<file path="src/rtl/shline_pkg.sv">
package shline_pkg;

  typedef enum logic [1:0] {
    OWN_NONE = 2'd0,
    OWN_A    = 2'd1,
    OWN_B    = 2'd2
  } owner_e;

  localparam logic [3:0] OP_REQ = 4'h1;
  localparam logic [3:0] OP_GNT = 4'h2;
  localparam logic [3:0] OP_REL = 4'h3;

  localparam logic [3:0] ID_A = 4'h1;
  localparam logic [3:0] ID_B = 4'h2;

  typedef struct packed {
    logic req;
    logic rel;
    logic bad;
  } cmd_t;

endpackage

</file>
<file path="src/rtl/shline_cmd_decode.sv">
module shline_cmd_decode
  import shline_pkg::*;
#(
  parameter logic [3:0] MY_ID = ID_A
) (
  input  logic       valid,
  input  logic       ready,
  input  logic [7:0] data,
  output cmd_t       cmd
);
  logic       fire;
  logic       id_ok;
  logic [3:0] op;

  assign fire  = valid & ready;
  assign id_ok = (data[7:4] == MY_ID);
  assign op    = data[3:0];

  always_comb begin
    cmd.req = fire & id_ok & (op == OP_REQ);
    cmd.rel = fire & id_ok & (op == OP_REL);
    cmd.bad = fire & ~(id_ok & ((op == OP_REQ) | (op == OP_REL)));
  end
endmodule

</file>
<file path="src/rtl/shline_hold_timer.sv">
module shline_hold_timer #(
  parameter int TMR_W  = 16,
  parameter int KILL_W = 8
) (
  input  logic              clk,
  input  logic              rst_n,
  input  logic              busy,
  input  logic              owner_rel,
  input  logic [TMR_W-1:0]  hold_limit,
  input  logic [KILL_W-1:0] kill_len,
  output logic              revoke,
  output logic              kill_active,
  output logic              timeout_evt
);
  logic [TMR_W-1:0]  tmr_q;
  logic [TMR_W-1:0]  limit_eff;
  logic [KILL_W-1:0] kill_eff;
  logic [KILL_W-1:0] kill_q;
  logic              at_limit;

  assign limit_eff   = (hold_limit == '0) ? TMR_W'(1) : hold_limit;
  assign kill_eff    = (kill_len == '0) ? KILL_W'(1) : kill_len;
  assign at_limit    = (tmr_q >= (limit_eff - TMR_W'(1)));
  assign revoke      = busy & at_limit & ~owner_rel;
  assign kill_active = (kill_q != '0);

  always_ff @(posedge clk) begin
    if (!rst_n) begin
      tmr_q       <= '0;
      kill_q      <= '0;
      timeout_evt <= 1'b0;
    end else begin
      timeout_evt <= revoke;
      if (!busy || owner_rel || revoke) tmr_q <= '0;
      else                               tmr_q <= tmr_q + TMR_W'(1);
      if (revoke)           kill_q <= kill_eff;
      else if (kill_active) kill_q <= kill_q - KILL_W'(1);
    end
  end
endmodule

</file>
<file path="src/rtl/shline_own_ctrl.sv">
module shline_own_ctrl
  import shline_pkg::*;
(
  input  logic       clk,
  input  logic       rst_n,
  input  cmd_t       cmd_a,
  input  cmd_t       cmd_b,
  input  logic       revoke,
  input  logic       kill_active,
  output logic [1:0] owner,
  output logic       owner_rel,
  output logic       gnt_valid,
  output logic [7:0] gnt_data,
  output logic       ign_a,
  output logic       ign_b
);
  owner_e owner_q;
  owner_e last_q;
  logic   pend_a_q, pend_b_q;
  logic   own_a, own_b;
  logic   new_a, new_b, want_a, want_b;
  logic   free_now, can_grant, pick_a;

  assign own_a = (owner_q == OWN_A);
  assign own_b = (owner_q == OWN_B);

  assign owner_rel = (own_a & cmd_a.rel) | (own_b & cmd_b.rel);

  assign ign_a = cmd_a.bad | (cmd_a.req & (own_a | pend_a_q)) | (cmd_a.rel & ~own_a);
  assign ign_b = cmd_b.bad | (cmd_b.req & (own_b | pend_b_q)) | (cmd_b.rel & ~own_b);

  assign new_a  = cmd_a.req & ~own_a & ~pend_a_q;
  assign new_b  = cmd_b.req & ~own_b & ~pend_b_q;
  assign want_a = pend_a_q | new_a;
  assign want_b = pend_b_q | new_b;

  assign free_now  = (owner_q == OWN_NONE) | owner_rel;
  assign can_grant = free_now & ~kill_active & (want_a | want_b);
  assign pick_a    = want_a & (~want_b | (last_q == OWN_B));

  assign owner = owner_q;

  always_ff @(posedge clk) begin
    if (!rst_n) begin
      owner_q   <= OWN_NONE;
      last_q    <= OWN_B;
      pend_a_q  <= 1'b0;
      pend_b_q  <= 1'b0;
      gnt_valid <= 1'b0;
      gnt_data  <= 8'h00;
    end else begin
      gnt_valid <= can_grant;
      if (can_grant) gnt_data <= {(pick_a ? ID_A : ID_B), OP_GNT};

      if (revoke)         owner_q <= OWN_NONE;
      else if (can_grant) owner_q <= pick_a ? OWN_A : OWN_B;
      else if (owner_rel) owner_q <= OWN_NONE;

      if (can_grant) last_q <= pick_a ? OWN_A : OWN_B;

      pend_a_q <= want_a & ~(can_grant & pick_a);
      pend_b_q <= want_b & ~(can_grant & ~pick_a);
    end
  end
endmodule

</file>
<file path="src/rtl/shline_err_counter.sv">
module shline_err_counter #(
  parameter int ERR_W = 8
) (
  input  logic             clk,
  input  logic             rst_n,
  input  logic             ign_a,
  input  logic             ign_b,
  output logic [ERR_W-1:0] err_count
);
  logic [ERR_W:0] total;
  logic [1:0]     inc;

  assign inc   = {1'b0, ign_a} + {1'b0, ign_b};
  assign total = {1'b0, err_count} + (ERR_W + 1)'(inc);

  always_ff @(posedge clk) begin
    if (!rst_n)          err_count <= '0;
    else if (total[ERR_W]) err_count <= '1;
    else                 err_count <= total[ERR_W-1:0];
  end
endmodule

</file>
<file path="src/rtl/shline_drive_gate.sv">
module shline_drive_gate #(
  parameter int N_MST = 2
) (
  input  logic [1:0]       owner,
  input  logic [N_MST-1:0] drive_low,
  output logic             line_oe
);
  logic [N_MST-1:0] pass;

  for (genvar i = 0; i < N_MST; i++) begin : g_path
    assign pass[i] = drive_low[i] & (owner == 2'(i + 1));
  end

  assign line_oe = |pass;
endmodule

</file>
<file path="src/rtl/shline_arbiter.sv">
module shline_arbiter
  import shline_pkg::*;
#(
  parameter int TMR_W  = 16,
  parameter int KILL_W = 8,
  parameter int ERR_W  = 8
) (
  input  logic              clk,
  input  logic              rst_n,
  input  logic              a_cmd_valid,
  output logic              a_cmd_ready,
  input  logic [7:0]        a_cmd_data,
  input  logic              b_cmd_valid,
  output logic              b_cmd_ready,
  input  logic [7:0]        b_cmd_data,
  input  logic              a_drive_low,
  input  logic              b_drive_low,
  input  logic [TMR_W-1:0]  hold_limit,
  input  logic [KILL_W-1:0] kill_len,
  output logic              line_oe,
  output logic              kill,
  output logic [1:0]        owner,
  output logic              gnt_valid,
  output logic [7:0]        gnt_data,
  output logic              timeout_evt,
  output logic [ERR_W-1:0]  err_count
);
  cmd_t cmd_a, cmd_b;
  logic revoke, kill_active, owner_rel, ign_a, ign_b;

  assign a_cmd_ready = ~kill_active;
  assign b_cmd_ready = ~kill_active;
  assign kill        = kill_active;

  shline_cmd_decode #(.MY_ID(ID_A)) dec_a_i (
    .valid(a_cmd_valid), .ready(a_cmd_ready), .data(a_cmd_data), .cmd(cmd_a)
  );

  shline_cmd_decode #(.MY_ID(ID_B)) dec_b_i (
    .valid(b_cmd_valid), .ready(b_cmd_ready), .data(b_cmd_data), .cmd(cmd_b)
  );

  shline_own_ctrl ctrl_i (
    .clk(clk), .rst_n(rst_n), .cmd_a(cmd_a), .cmd_b(cmd_b),
    .revoke(revoke), .kill_active(kill_active), .owner(owner),
    .owner_rel(owner_rel), .gnt_valid(gnt_valid), .gnt_data(gnt_data),
    .ign_a(ign_a), .ign_b(ign_b)
  );

  shline_hold_timer #(.TMR_W(TMR_W), .KILL_W(KILL_W)) tmr_i (
    .clk(clk), .rst_n(rst_n), .busy(owner != 2'd0), .owner_rel(owner_rel),
    .hold_limit(hold_limit), .kill_len(kill_len), .revoke(revoke),
    .kill_active(kill_active), .timeout_evt(timeout_evt)
  );

  shline_err_counter #(.ERR_W(ERR_W)) err_i (
    .clk(clk), .rst_n(rst_n), .ign_a(ign_a), .ign_b(ign_b), .err_count(err_count)
  );

  shline_drive_gate #(.N_MST(2)) gate_i (
    .owner(owner), .drive_low({b_drive_low, a_drive_low}), .line_oe(line_oe)
  );
endmodule

</file>
<file path="config.mk">
export PLATFORM = sky130hd
export DESIGN_NAME = shline_arbiter
export DESIGN_NICKNAME = d
export VERILOG_FILES = /design/src/rtl/shline_pkg.sv /design/src/rtl/shline_cmd_decode.sv /design/src/rtl/shline_hold_timer.sv /design/src/rtl/shline_own_ctrl.sv /design/src/rtl/shline_err_counter.sv /design/src/rtl/shline_drive_gate.sv /design/src/rtl/shline_arbiter.sv
export SDC_FILE = /design/constraint.sdc
export NUM_CORES = 1
export LEC_CHECK = 0
export ABC_AREA = 1
export CAP_MARGIN = 30
export CORE_ASPECT_RATIO = 1.4
export CORE_UTILIZATION = 55
export CTS_BUF_LIST = sky130_fd_sc_hd__clkbuf_4
export DETAILED_ROUTE_END_ITERATION = 8
export DONT_BUFFER_PORTS = 1
export PLACE_DENSITY = 0.67
export SETUP_SLACK_MARGIN = 0.05
export SYNTH_ARGS = -nofsm -noshare
export SYNTH_HDL_FRONTEND = slang
export SYNTH_SLANG_ARGS = --single-unit
</file>
<file path="constraint.sdc">
create_clock -name clk -period 6.17 [get_ports clk]
set_input_delay 0.3085 -clock clk [delete_from_list [all_inputs] [get_ports clk]]
set_output_delay 0.3085 -clock clk [all_outputs]
set_load 0.02 [all_outputs]
</file>
# Word level (Yosys, flattened, before mapping)
# Cells that the tools add are included.
# totals
elab_cells,107
regBits,45
output_inout_bits,24
in_bits,46
# classes
add_sub_neg,5
reduce_logical,13
n_lt_le_gt_ge,1
n_eq_ne,9
bitwise,60
mux,9
# ops
operator,n
bitwise AND 1 bit,33
2-to-1 mux 8 bit,4
"adder 16 x 1 -> 16 bit, second input constant",1
>= comparator 16 bit,1
logical NOT 16 bit,1
2-to-1 mux 16 bit,1
"subtractor 16 x 1 -> 16 bit, second input constant",1
bitwise OR 1 bit,14
inverter 1 bit,13
"equality test 4 x 1 -> 1 bit, second input constant",3
"equality test 4 x 2 -> 1 bit, second input constant",3
adder 8 x 2 -> 9 bit,1
logical NOT 8 bit,1
2-to-1 mux 2 bit,4
nonzero test 8 bit,1
"subtractor 8 x 1 -> 8 bit, second input constant",1
nonzero test 2 bit,3
OR reduction 2 bit,3
"equality test 2 bit, second input constant",2
adder 1 x 1 -> 2 bit,1
"equality test 2 x 1 -> 1 bit, second input constant",1
logical NOT 2 bit,1
logical OR 1 bit,2
logical NOT 1 bit,1

# Depth between registers and ports, before layout
# depth
ltp_word,15
ltp_mapped,23
ltp_nobuf,22

# Cells and area by module
# From an unflattened synthesis, not the netlist that was laid out.
# hier_totals
cells_unflattened,460
hier_area_um2,3125.5
# by_module_without_submodules
module,area_per_inst_um2,cells_each,instances
shline_hold_timer,1945.6,280,1
shline_own_ctrl,540.5,69,1
shline_err_counter,412.9,55,1
shline_cmd_decode,91.3,23,2
shline_arbiter,22.5,5,1
shline_drive_gate,21.3,5,1

# Worst setup path before layout
# OpenSTA, ideal clock, no wires.
# synth_timing
path_kind,input to register
start,input port hold_limit[5]
end,register tmr_i.kill_q[4]
t_arrival_ns,2.831
required_time_ns,6.042
cell_stages,22
path_slack_ns,3.211
n_path_buf,1
setup_ns,0.128
path_cell_list,inv_1 nand2_1 nor2_1 nand3_1 nand2_1 inv_1 ha_1 nand3_1 nor2_1 nand3_1 nor3_1 xor2_1 inv_1 ha_1 nand2_1 nor4_1 nand2_1 nand2_1 nand2_4 buf_6 o21ai_0 nor2_1
# synth_between
elab_chain_len,7
# synth_lines
element,line_no,source
start: declaration,shline_arbiter.sv:18,"input logic [TMR_W-1:0] hold_limit,"
logical NOT 16 bit,shline_hold_timer.sv:21,assign limit_eff = (hold_limit == '0) ? TMR_W'(1) : hold_limit;
2-to-1 mux 16 bit (*),shline_hold_timer.sv:21,
subtractor 16 x 1 -> 16 bit (*),shline_hold_timer.sv:23,assign at_limit = (tmr_q >= (limit_eff - TMR_W'(1)));
>= comparator 16 bit (*),shline_hold_timer.sv:23,
bitwise AND 1 bit (*) (2 in series),shline_hold_timer.sv:24,assign revoke = busy & at_limit & ~owner_rel;
2-to-1 mux 8 bit or nonzero test 2 bit (tied branches),n/a,
end signal: assignment,shline_hold_timer.sv:36,if (revoke) kill_q <= kill_eff;
end signal: assignment,shline_hold_timer.sv:37,else if (kill_active) kill_q <= kill_q - KILL_W'(1);
end: declaration,shline_hold_timer.sv:18,logic [KILL_W-1:0] kill_q;
# Mark *: on every way between the ends. The rest lies on a longest branch, timed or not.
# A chain may end at the register's enable or synchronous reset.

# Worst setup path in the final report
# layout_timing
start,register tmr_i.kill_q[0]
end,register err_i.err_count[1]
# layout_between
elab_chain_len,11
# layout_lines
element,line_no,source
nonzero test 8 bit (*),shline_hold_timer.sv:25,assign kill_active = (kill_q != '0);
inverter 1 bit (*),shline_arbiter.sv:31,assign a_cmd_ready = ~kill_active;
net a_cmd_ready,shline_arbiter.sv:11,"output logic a_cmd_ready,"
bitwise AND 1 bit,shline_cmd_decode.sv:15,assign fire = valid & ready;
bitwise AND 1 bit,"shline_cmd_decode.sv:20, shline_cmd_decode.sv:21",
bitwise AND 1 bit,shline_cmd_decode.sv:20,cmd.req = fire & id_ok & (op == OP_REQ);
bitwise AND 1 bit (on tied branches),"shline_own_ctrl.sv:29, shline_own_ctrl.sv:30",
bitwise OR 1 bit (on tied branches) (2 in series),"shline_own_ctrl.sv:29, shline_own_ctrl.sv:30",
adder 1 x 1 -> 2 bit (*),shline_err_counter.sv:13,"assign inc = {1'b0, ign_a} + {1'b0, ign_b};"
adder 8 x 2 -> 9 bit (*),shline_err_counter.sv:14,"assign total = {1'b0, err_count} + (ERR_W + 1)'(inc);"
2-to-1 mux 8 bit (*),shline_err_counter.sv:18,else if (total[ERR_W]) err_count <= '1;
end signal: assignment,shline_err_counter.sv:19,else err_count <= total[ERR_W-1:0];
end: declaration,shline_err_counter.sv:8,output logic [ERR_W-1:0] err_count
# The timed path passes the listed nets; every way through them passes the cells marked *.

==> results.toml <==
[outcome]
status = "complete, no violations"

[timing]
max_slew.worst_pin.slew_ns = 0.504
finalSetupTns_ns = 0
finalClockSkew_ns = 0.0148
maxSlewHeadroom_pct = 66.4
final_max_slew_viol_count = 0
hold_violations = 0
period_needed_ns = 2.94
setup_viol = 0
max_freq_ghz = 0.340
rsz0062_at_grt = "no"
timing.hold.ws_ns = 0.0288
min_period_over_period_pct = 47.7

[cells_and_area]
seq_area_sq_um = 841
antenna_cells = 0
filler_cell_count = 545
synthToLayoutAreaGrowth_pct = 2.31
drive_gt1_share_pct = 7.46
design_area_sq_um = 2990
multi_input_area_sq_um = 1780
fin_nets = 495

[routing]
met3_wirelength_microns = 272
met1Wirelength_microns = 2290
drc = 0
avgRoutedWirePerCell_microns = 11.6
viasPerCell = 5.13
postRouteAntennaNets = 0
wl_microns = 5730
num_vias = 2537
drtIter0Drc = 55
drtPass1Iterations = 4
met2_length_microns = 3050
dr.max_layer_used = "met4"

[placed_design]
dp_hpwl_microns = 4710
place.gp.congestion = 0.791
port_buffers = 0
dpl_cell_area_sq_um = 2940

[yosys]
yosysMostFrequentCell = "nand2_1"
netlist_area_sq_um = 2920
synth_top_area_share_pct = 28.8
yosys.area.top_type = "dfxtp_1"
synth.distinct_cells = 40
synth-edff-count = 0
yosysWarningCount = 0
ys.flop_type = "dfxtp_1"
post_synth.cell_area_avg_sq_um = 6.83
ys_top_cells_by_count = "nand2_1, inv_1, nor2_1"
synth_seq_cells = 42
synthArstFlopShare_pct = 0
yosysSeqAreaShare_pct = 28.8
netlist_instances = 428
synthTopCellsByArea = "dfxtp_1, nand2_1, ha_1, inv_1, nor2_1"

[setup_path]
cpMostUsedCell = "inv_1"
end_kind = "flip-flop"
crit_start = "tmr_i.kill_q[0]"
cp.arrival_ns = 3.23
path_buf_inv = 4
crit_required_ns = 6.46
critPathTopFamily = "simple AND/OR/NAND/NOR gates"
path_cells = "inv_1 -> ha_1 -> nand2_2 -> nor2_4 -> nand3_1 -> fa_1 -> inv_1 -> ha_1 -> nand2_1 -> nor3_1 -> inv_1 -> nor2_1 -> nand2_1 -> inv_1 -> nor2_1 -> nor2_1"
crit_type = "reg -> reg"
r2r-end = "err_i.err_count[1]"
start_kind = "flip-flop"
path_max_fanout = 9
slowest_stage = "nor2_4"
reg2regPathDepth = 16
r2r-start = "tmr_i.kill_q[0]"
critical_path.max_stage_delay_ns = 0.40
r2r_slack_ns = 3.23

[clocking]
root_buffer = "clkbuf_4"
cts.sinks = 42
htreeDepth = 2
postCtsSetupBuffers = 0
cts_buffers = 5
hold_buffers = 0
clkTransAtPathRegs_ns = 0.13
clk_latency_ns = 0.36
cts_buffer_depth = 2
post_cts_resized = 0
cts_tree = "yes"

[job]
cap_violations = 0

[die]
start_util_pct = 56.6
die_x_microns = 63.6
num_io_pins = 70
num_rows = 31
die_h_microns = 88.2
dieArea_sq_um = 5610
core_sq_um = 5160

[global_routing]
track_usage_pct = 21.8
grt_pass1_wl_microns = 9720
overflow = 0
grt_max_degree = 17
grt_antenna_before_repair = 0
grt_pass1_vias = 2444

[power_and_ir_drop]
leakage_nw = 1.27
powerDensity_nw_per_um2 = 230
vdd_drop_max_uv = 109

[hold_path]
worstHoldEndpoint = "ctrl_i.last_q[1]"
hold_path_class = "in -> reg"
hold_depth = 1
hp-start = "rst_n"
## layout by cell type (no fill, tap or decap), types with 4 or more instances in the layout
cell type,synthesis,layout
xnor2_1,6,6
nand2_2,4,4
nor2_1,63,63
xor2_1,19,19
dfxtp_1,42,42
clkbuf_4,0,5
nand3_1,26,26
or2_2,6,6
o21ai_0,11,11
inv_1,63,63
ha_1,20,20
nor3_1,12,12
nor4_1,5,5
nand4_1,5,5
conb_1,1,5
nor2_2,5,5
nand2_1,82,82
a21oi_1,24,24
## through the flow
step | power (mW) | utilization (%) | instances | setup WS (ns)
6_report | 0.687 | 57.9 | 495 | 3.23
5_1_grt | 0.742 | 57.9 | 495 | 2.65
4_1_cts | 0.694 | 57.9 | 495 | 3.19
3_5_place_dp | 0.560 | 56.9 | 487 | 2.87
3_3_place_gp | 0.558 | 56.9 | 487 | 2.95
2_1_floorplan | 0.527 | - | 432 | 3.21
## flip-flops by register name (all words and copies together), names as in the netlist
register           flops
ctrl_i.last_q          2
ctrl_i.pend_b_q        1
tmr_i.timeout_evt      1
err_i.err_count        8
ctrl_i.gnt_data        2
ctrl_i.gnt_valid       1
ctrl_i.owner           2
ctrl_i.pend_a_q        1
tmr_i.kill_q           8
tmr_i.tmr_q           16
## where the power goes
group	switching, mW	internal, mW	total (mW)
clock	0.0908	0.0425	0.133
sequential	0.0208	0.292	0.313
combinational	0.158	0.0835	0.241
## how the worst max path moves through the flow
stage | to | slack (ns) | cells past startpoint
after floorplan | tmr_i.kill_q[4] | 3.21 | 22
after global placement | tmr_i.tmr_q[8] | 2.95 | 21
after detailed placement | tmr_i.kill_q[7] | 2.87 | 22
after CTS | err_i.err_count[1] | 3.19 | 16
after global routing | tmr_i.kill_q[2] | 2.65 | 22
final | err_i.err_count[1] | 3.23 | 16
## layer usage
layer  vias to the layer above  global-route usage, %
met5                         -                      0
met4                         0                   8.47
met3                         8                   4.25
met2                        62                   44.7
met1                      1120                   20.9
li1                       1347                      -
## area by class of cell
type / count / area share, %
Multi-Input combinational cell: 316 / 59.4
Inverter: 63 / 7.91
Tap cell: 66 / 2.76
Clock buffer: 5 / 1.26
Clock inverter: 3 / 0.544
Sequential cell: 42 / 28.1
## cells by family (layout without fill, tap and decap cells)
logic type	after synthesis	count (layout)	share of synthesized area (%)
other	1	5	0.128
AO/OA/AOI/OAI	47	47	9.08
flip-flops	42	42	28.8
buffers and inverters	74	71	11.0
adder cells (fa/ha/maj)	21	21	9.25
AND/OR/NAND/NOR	218	218	34.3
XOR/XNOR	25	25	7.49
Power figures use the tool's default switching activity.
